$ cat src/rtl/bsp_recomb_pkg.sv
package bsp_recomb_pkg;
  typedef enum logic {
    ST_IDLE = 1'b0,
    ST_RUN  = 1'b1
  } rc_state_e;

  function automatic int shift_span(input int in_bits, input int slices, input int slice_bits);
    return (in_bits - 1) + slice_bits * (slices - 1) + 1;
  endfunction
endpackage

$ cat src/rtl/bsp_sched.sv
module bsp_sched #(
  parameter int IN_BITS    = 8,
  parameter int SLICES     = 4,
  parameter int SLICE_BITS = 2,
  parameter int BIT_W      = $clog2(IN_BITS),
  parameter int SL_W       = $clog2(SLICES),
  parameter int SH_W       = $clog2(bsp_recomb_pkg::shift_span(IN_BITS, SLICES, SLICE_BITS))
) (
  input  logic            clk_i,
  input  logic            rst_ni,
  input  logic            clear_i,
  input  logic            step_i,
  output logic [SH_W-1:0] shamt_o,
  output logic            last_o
);
  logic [BIT_W-1:0] bit_q;
  logic [SL_W-1:0]  slice_q;
  logic             slice_wrap;

  assign slice_wrap = (slice_q == SL_W'(SLICES - 1));
  assign last_o     = slice_wrap && (bit_q == BIT_W'(IN_BITS - 1));
  assign shamt_o    = SH_W'(bit_q) + SH_W'(SLICE_BITS) * SH_W'(slice_q);

  always_ff @(posedge clk_i or negedge rst_ni) begin
    if (!rst_ni) begin
      bit_q   <= '0;
      slice_q <= '0;
    end else if (clear_i) begin
      bit_q   <= '0;
      slice_q <= '0;
    end else if (step_i) begin
      if (slice_wrap) begin
        slice_q <= '0;
        bit_q   <= last_o ? '0 : bit_q + 1'b1;
      end else begin
        slice_q <= slice_q + 1'b1;
      end
    end
  end
endmodule

$ cat src/rtl/bsp_term.sv
module bsp_term #(
  parameter int PS_W  = 7,
  parameter int ACC_W = 24,
  parameter int SH_W  = 4
) (
  input  logic [PS_W-1:0]         pos_i,
  input  logic [PS_W-1:0]         neg_i,
  input  logic [SH_W-1:0]         shamt_i,
  output logic signed [ACC_W-1:0] term_o
);
  logic signed [PS_W:0]    diff;
  logic signed [ACC_W-1:0] diff_ext;

  assign diff     = $signed({1'b0, pos_i}) - $signed({1'b0, neg_i});
  assign diff_ext = ACC_W'(diff);
  assign term_o   = diff_ext <<< shamt_i;
endmodule

$ cat src/rtl/bsp_acc.sv
module bsp_acc #(
  parameter int ACC_W = 24
) (
  input  logic                    clk_i,
  input  logic                    rst_ni,
  input  logic                    clear_i,
  input  logic                    add_i,
  input  logic signed [ACC_W-1:0] term_i,
  output logic signed [ACC_W-1:0] acc_o
);
  always_ff @(posedge clk_i or negedge rst_ni) begin
    if (!rst_ni)      acc_o <= '0;
    else if (clear_i) acc_o <= '0;
    else if (add_i)   acc_o <= acc_o + term_i;
  end
endmodule

$ cat src/rtl/bsp_recombiner.sv
module bsp_recombiner #(
  parameter int IN_BITS    = 8,
  parameter int SLICES     = 4,
  parameter int SLICE_BITS = 2,
  parameter int PS_W       = 7,
  parameter int ACC_W      = 24
) (
  input  logic                    clk_i,
  input  logic                    rst_ni,
  input  logic                    start_i,
  input  logic                    in_valid_i,
  input  logic [PS_W-1:0]         pos_sum_i,
  input  logic [PS_W-1:0]         neg_sum_i,
  output logic                    done_o,
  output logic signed [ACC_W-1:0] result_o
);
  import bsp_recomb_pkg::*;

  localparam int SH_W = $clog2(shift_span(IN_BITS, SLICES, SLICE_BITS));

  rc_state_e               state_q;
  logic                    busy_q;
  logic                    done_q;
  logic                    accept_start;
  logic                    step;
  logic                    last;
  logic [SH_W-1:0]         shamt;
  logic signed [ACC_W-1:0] term;

  assign busy_q       = (state_q == ST_RUN);
  assign accept_start = start_i && !busy_q;
  assign step         = busy_q && in_valid_i;

  bsp_sched #(
    .IN_BITS(IN_BITS), .SLICES(SLICES), .SLICE_BITS(SLICE_BITS), .SH_W(SH_W)
  ) u_sched (
    .clk_i(clk_i), .rst_ni(rst_ni), .clear_i(accept_start), .step_i(step),
    .shamt_o(shamt), .last_o(last)
  );

  bsp_term #(.PS_W(PS_W), .ACC_W(ACC_W), .SH_W(SH_W)) u_term (
    .pos_i(pos_sum_i), .neg_i(neg_sum_i), .shamt_i(shamt), .term_o(term)
  );

  bsp_acc #(.ACC_W(ACC_W)) u_acc (
    .clk_i(clk_i), .rst_ni(rst_ni), .clear_i(accept_start), .add_i(step),
    .term_i(term), .acc_o(result_o)
  );

  always_ff @(posedge clk_i or negedge rst_ni) begin
    if (!rst_ni) begin
      state_q <= ST_IDLE;
      done_q  <= 1'b0;
    end else begin
      done_q <= step && last;
      if (accept_start)      state_q <= ST_RUN;
      else if (step && last) state_q <= ST_IDLE;
    end
  end

  assign done_o = done_q;
endmodule

$ cat config.mk
export PLATFORM = sky130hd
export DESIGN_NAME = bsp_recombiner
export DESIGN_NICKNAME = d
export VERILOG_FILES = /design/src/rtl/bsp_recomb_pkg.sv /design/src/rtl/bsp_sched.sv /design/src/rtl/bsp_term.sv /design/src/rtl/bsp_acc.sv /design/src/rtl/bsp_recombiner.sv
export SDC_FILE = /design/constraint.sdc
export NUM_CORES = 1
export LEC_CHECK = 0
export CAP_MARGIN = 40
export CELL_PAD_IN_SITES_DETAIL_PLACEMENT = 1
export CELL_PAD_IN_SITES_GLOBAL_PLACEMENT = 1
export CORE_MARGIN = 2
export CORE_UTILIZATION = 45
export CTS_BUF_LIST = sky130_fd_sc_hd__clkbuf_8
export DETAILED_ROUTE_END_ITERATION = 8
export GPL_TIMING_DRIVEN = 0
export PLACE_DENSITY_LB_ADDON = 0.1
export SLEW_MARGIN = 20
export SYNTH_ARGS = -nofsm -noshare
export SYNTH_HDL_FRONTEND = slang
export SYNTH_HIERARCHICAL = 1
export SYNTH_SLANG_ARGS = --single-unit
$ cat constraint.sdc
create_clock -name clk_i -period 7.8 [get_ports clk_i]
set_input_delay 1.56 -clock clk_i [delete_from_list [all_inputs] [get_ports clk_i]]
set_output_delay 1.56 -clock clk_i [all_outputs]
set_load 0.05 [all_outputs]
# Word-level counts from Yosys, hierarchy flattened
# Index checks and enable logic that the tools add are counted.
# word_totals
register_bits,31
out_inout_bits,25
wordCells,33
in_bits,18
# op_classes
muxes,11
n_reduce_logical,9
shifts,1
eq_ne,2
add_sub_neg,5
# op_table
cell,n
2-to-1 mux 24 bit,2
adder 24 bit,1
<<< shifter 8 x 4 -> 24 bit,1
2-to-1 mux 3 bit,4
subtractor 7 x 7 -> 8 bit,1
2-to-1 mux 2 bit,3
nonzero test 2 bit,3
adder 3 x 3 -> 4 bit,1
logical AND 1 bit,4
"adder 3 x 1 -> 3 bit, second input constant",1
"== test 3 bit, second input constant",1
"adder 2 x 1 -> 2 bit, second input constant",1
"== test 2 bit, second input constant",1
2-to-1 mux 1 bit,2
AND reduction 2 bit,1
zero test 1 bit,1

# Logic depth before layout (Yosys ltp)
# depth
depth_word,6
ltp_mapped,18
depth_no_buf,18

# By module
# The synthesis kept the hierarchy.
# modules_own_cells
mod,n_inst,cells_each,area_per_inst_um2
bsp_acc,1,237,2125.8
bsp_term,1,139,908.4
bsp_sched,1,32,346.6
bsp_recombiner,1,7,87.6

# Worst setup path before layout
# OpenSTA, ideal clock, no wires.
# synth_path
path_kind,input to register
from,input pos_sum_i[0]
to,register u_acc.acc_o[23]
arrival_time_ns,5.430
path_buffers,0
required_ns,7.672
setup_ns,0.128
slack_ns,2.242
stages,17
path_cell_list,inv_1 -> ha_1 -> inv_1 -> fa_1 -> a211o_1 -> a21o_1 -> a21boi_1 -> mux4_2 -> a221o_2 -> ha_1 -> a21oi_2 -> o2111ai_1 -> a211oi_2 -> o21bai_2 -> o221ai_2 -> mux2i_1 -> mux2_1
# synth_between
elab_chain_cells,5
# synth_rtl
element,line_no,text
start: declaration,bsp_recombiner.sv:12,"input logic [PS_W-1:0] pos_sum_i,"
subtractor 7 x 7 -> 8 bit,bsp_term.sv:14,"assign diff = $signed({1'b0, pos_i}) - $signed({1'b0, neg_i});"
<<< shifter 8 x 4 -> 24 bit,bsp_term.sv:16,assign term_o = diff_ext <<< shamt_i;
via term[8],bsp_recombiner.sv:28,logic signed [ACC_W-1:0] term;
adder 24 bit,bsp_acc.sv:14,else if (add_i) acc_o <= acc_o + term_i;
2-to-1 mux 24 bit,bsp_acc.sv:14,
2-to-1 mux 24 bit,bsp_acc.sv:13,else if (clear_i) acc_o <= '0;
end signal: assignment,bsp_acc.sv:14,
end: declaration,bsp_acc.sv:9,output logic signed [ACC_W-1:0] acc_o
# The timed path passes the listed nets, and every way through them passes these cells. The select of a mux whose other input is x is not followed.
# A chain may end at the register's enable or synchronous reset.

# Worst setup path after layout
# layout_path
from,input neg_sum_i[0]
to,register u_acc.acc_o[23]
# layout_between
elab_chain_cells,5
# layout_rtl
element,line_no,text
start: declaration,bsp_recombiner.sv:13,"input logic [PS_W-1:0] neg_sum_i,"
subtractor 7 x 7 -> 8 bit,bsp_term.sv:14,
<<< shifter 8 x 4 -> 24 bit,bsp_term.sv:16,
via term[8],bsp_recombiner.sv:28,
adder 24 bit,bsp_acc.sv:14,
2-to-1 mux 24 bit,bsp_acc.sv:14,
2-to-1 mux 24 bit,bsp_acc.sv:13,
# The timed path passes the listed nets, and every way through them passes these cells. The select of a mux whose other input is x is not followed.

==> results.py <==
metrics = {
    "logic_synthesis": {
        "synth_cell_types": 79,
        "yosys_warnings": 6,
        "synthArstFlopShare_pct": 100,
        "syn_inst": 415,
        "ys_seq_area_share_pct": 22.4,
        "synth_enable_flop_cells": 0,
        "synth_ff_type": "dfrtp_1",
        "syn_nets": 470,
        "syn-cell-area_um2": 3470,
        "syn_avg_cell_area_um2": 8.36,
        "yosys_register_bits": 31,
    },
    "run": {
        "drv_cap": 0,
    },
    "clock_tree": {
        "cts_buffer_depth": 2,
        "numCtsBuffers": 5,
        "clk_pin_slew_ps": 80,
        "cts_setup_buffers": 0,
        "cts_tree": "built",
        "clock_latency_ps": 300,
        "h-tree-depth": 2,
        "ctsHoldBuffers": 0,
        "clkSinkCount": 31,
        "post_cts_resized": 0,
        "clock-root-buffer": "clkbuf_8",
    },
    "route": {
        "viasPerCell": 5.99,
        "routed_wl_um": 10600,
        "wl_per_cell_um": 18.7,
        "drtPass1Iterations": 4,
        "drt-initial-drc-count": 254,
        "drc_errors": 0,
        "vias": 3405,
        "ant_nets": 0,
    },
    "critical_path": {
        "max_stage_delay_ps": 550,
        "critPathBufInv": 2,
        "cp.arrival_ps": 6400,
        "required_ps": 7990,
        "critPathTopFamily": "compound AO/OA/AOI/OAI gates",
        "slowest_stage": "mux4_2",
        "endpoint_kind": "flip-flop",
        "critPathMaxFanout": 6,
        "cp_cell_sequence": "clkdlybuf4s50_1 > ha_1 > inv_1 > fa_1 > a211o_1 > a21o_1 > a21boi_1 > mux4_2 > a221o_2 > ha_1 > a21oi_2 > o2111ai_1 > a211oi_2 > o21bai_2 > o221ai_2 > mux2i_1 > mux2_1",
        "path_common_cell": "ha_1",
        "start_kind": "primary input",
        "worstSetupPathType": "in2reg",
    },
    "sta": {
        "finalHoldViolCount": 0,
        "fin_crit_ps": 6220,
        "maxSlewViolCount": 0,
        "fin_crit_sh_pct": 79.7,
        "max_slew_margin_pct": 48.4,
        "max_freq_mhz": 161,
        "fin_tns_setup_ps": 0,
        "grt_setup_unrepaired": "false",
        "worst_pin_slew_ps": 774,
        "fin_skew_ps": 9.74,
        "setup_viol": 0,
    },
    "placement": {
        "hpwl_um": 8220,
        "io_buffers": 42,
        "gp_congestion": 0.949,
        "place_inst": 560,
    },
    "floorplan": {
        "start_util_pct": 45.6,
        "die_h_um": 91.8,
        "io_pins": 43,
        "num_rows": 32,
        "dieWidth_um": 91.8,
        "dieArea_um2": 8430,
        "core_um2": 7610,
    },
    "finish": {
        "diodes": 0,
        "layout-drive-gt1-share_pct": 9.44,
        "area_growth_pct": 19.8,
        "final_cells": 568,
        "fin_util_pct": 54.6,
        "regArea_um2": 776,
        "nFillCells": 897,
        "final_net_count": 520,
        "multi_input_area_um2": 2520,
    },
    "status": {
        "status": "complete, no violations",
    },
    "global_route": {
        "grt_max_degree": 18,
        "gr-total-overflow": 0,
        "grt_pass1_wl_um": 18200,
        "grtUsageTotal_pct": 26.8,
        "grt_pass1_vias": 3715,
        "grt_antenna_before_repair": 0,
    },
    "min_path": {
        "hold_class": "reg2reg",
    },
}
## path summary, 6_finish.rpt
kind                       slack, ps               start              end  depth (start not counted)
min reg2reg                      530     u_acc/acc_o[21]  u_acc/acc_o[21]                          1
max in group asynchronous       6140              rst_ni   u_acc/acc_o[7]                          2
min in group asynchronous       1210              rst_ni  u_acc/acc_o[17]                          1
max reg2reg                     3420  u_sched/slice_q[0]  u_acc/acc_o[23]                         16
max                             1580        neg_sum_i[0]  u_acc/acc_o[23]                         17
min                              530     u_acc/acc_o[21]  u_acc/acc_o[21]                          1
## registers in the layout (all words and copies together) (netlist names)
register	count
u_acc/acc_o	24
u_sched/bit_q	3
u_sched/slice_q	2
busy_q	1
done_o	1
## synth_stat cells (3+ instances only)
cell type	n	area (µm²)
o21ai_0	15	75.1
a211o_1	5	43.8
a211oi_1	5	37.5
mux2_2	3	33.8
nand3_1	10	50.1
a22o_1	4	35.0
a21o_1	10	75.1
dfrtp_1	31	776
o21bai_1	3	22.5
o211ai_1	9	67.6
xor2_1	6	52.6
or3_1	5	31.3
a31oi_1	4	25.0
nor3_1	5	25.0
clkbuf_1	8	30.0
a21bo_2	3	30.0
nor2b_1	3	18.8
ha_1	34	425
a21oi_2	4	35.0
mux2i_1	15	150
fa_1	3	60.1
a21oi_1	33	165
nand3b_1	6	45.0
and2_1	4	25.0
nand2b_1	7	43.8
inv_1	25	93.8
buf_1	4	15.0
xnor2_1	8	70.1
nand2_1	28	105
o22ai_1	4	25.0
nor2_1	48	180
## per-layer routing
| metal | part of all wire, % | wire, µm | GRT usage [%] |
|---|---|---|---|
| met3 | 3.9 | 414 | 3.37 |
| met2 | 50 | 5310 | 47.9 |
| met4 | 1.8 | 193 | 8.33 |
| met5 | 0 | 0 | 0 |
| met1 | 44 | 4720 | 33.4 |
## per-stage QoR
stage | instance area [µm²] | setup slack (ps) | hold WS [ps]
2_1_floorplan | 3470 | 2240 | 491
3_3_place_gp | 4020 | 1410 | 511
3_5_place_dp | 4040 | 1330 | 516
4_1_cts | 4160 | 1630 | 538
5_1_grt | 4160 | 1330 | 559
6_report | 4160 | 1580 | 533
## cell families (layout without fill, tap and decap cells)
kind of cell	Yosys count	after routing	share of synthesized area, %
flip-flops	31	31	22.4
adder cells (fa/ha/maj)	37	37	14.0
buffers and inverters	43	94	5.09
multiplexers	21	21	6.93
AND/OR/NAND/NOR	134	134	19.3
XOR/XNOR	14	14	3.54
AO/OA/AOI/OAI	135	135	28.8
## cells in the final DEF (no fill, tap or decap), drive strengths merged, types with 4 or more instances in the layout
cell type / count
clkbuf: 14
a211oi: 6
nor3: 6
buf: 9
mux2i: 15
o21ai: 16
xnor2: 8
nand2b: 7
a21bo: 4
o22ai: 4
a22o: 4
clkdlybuf4s50: 41
a21o: 10
a21oi: 37
or3: 5
a211o: 5
inv: 26
nand3: 10
a31oi: 5
o21bai: 4
and2: 5
ha: 34
mux2: 4
dfrtp: 31
nor2: 50
o211ai: 10
nand3b: 6
xor2: 6
nand2: 28
## area by class of cell
type                    count  share of cell area [%]
flip-flops and latches     31                    18.7
well taps                 102                    3.07
inverters                  28                    2.53
repair buffers             43                    10.7
multi-input cells         341                    60.5
clock buffers               6                    1.99
plain buffers              15                    1.72
clock inverters             2                   0.843
## worst reg2reg max path, stage by stage, from the launching register on
cell and delay (ps):
dfrtp_1 420, ha_1 200, inv_1 60, fa_1 400
inv_1 160, clkinv_1 260, nor2_1 430, nand2_1 130
o21ai_0 320, ha_1 370, a21oi_1 340, nand3b_1 150
o21ai_0 240, nand2b_1 100, o221ai_2 150, mux2i_1 230
mux2_1 330
Power is not shown: default switching activity piles up to over one toggle a cycle in this logic, so the estimate is an artifact.
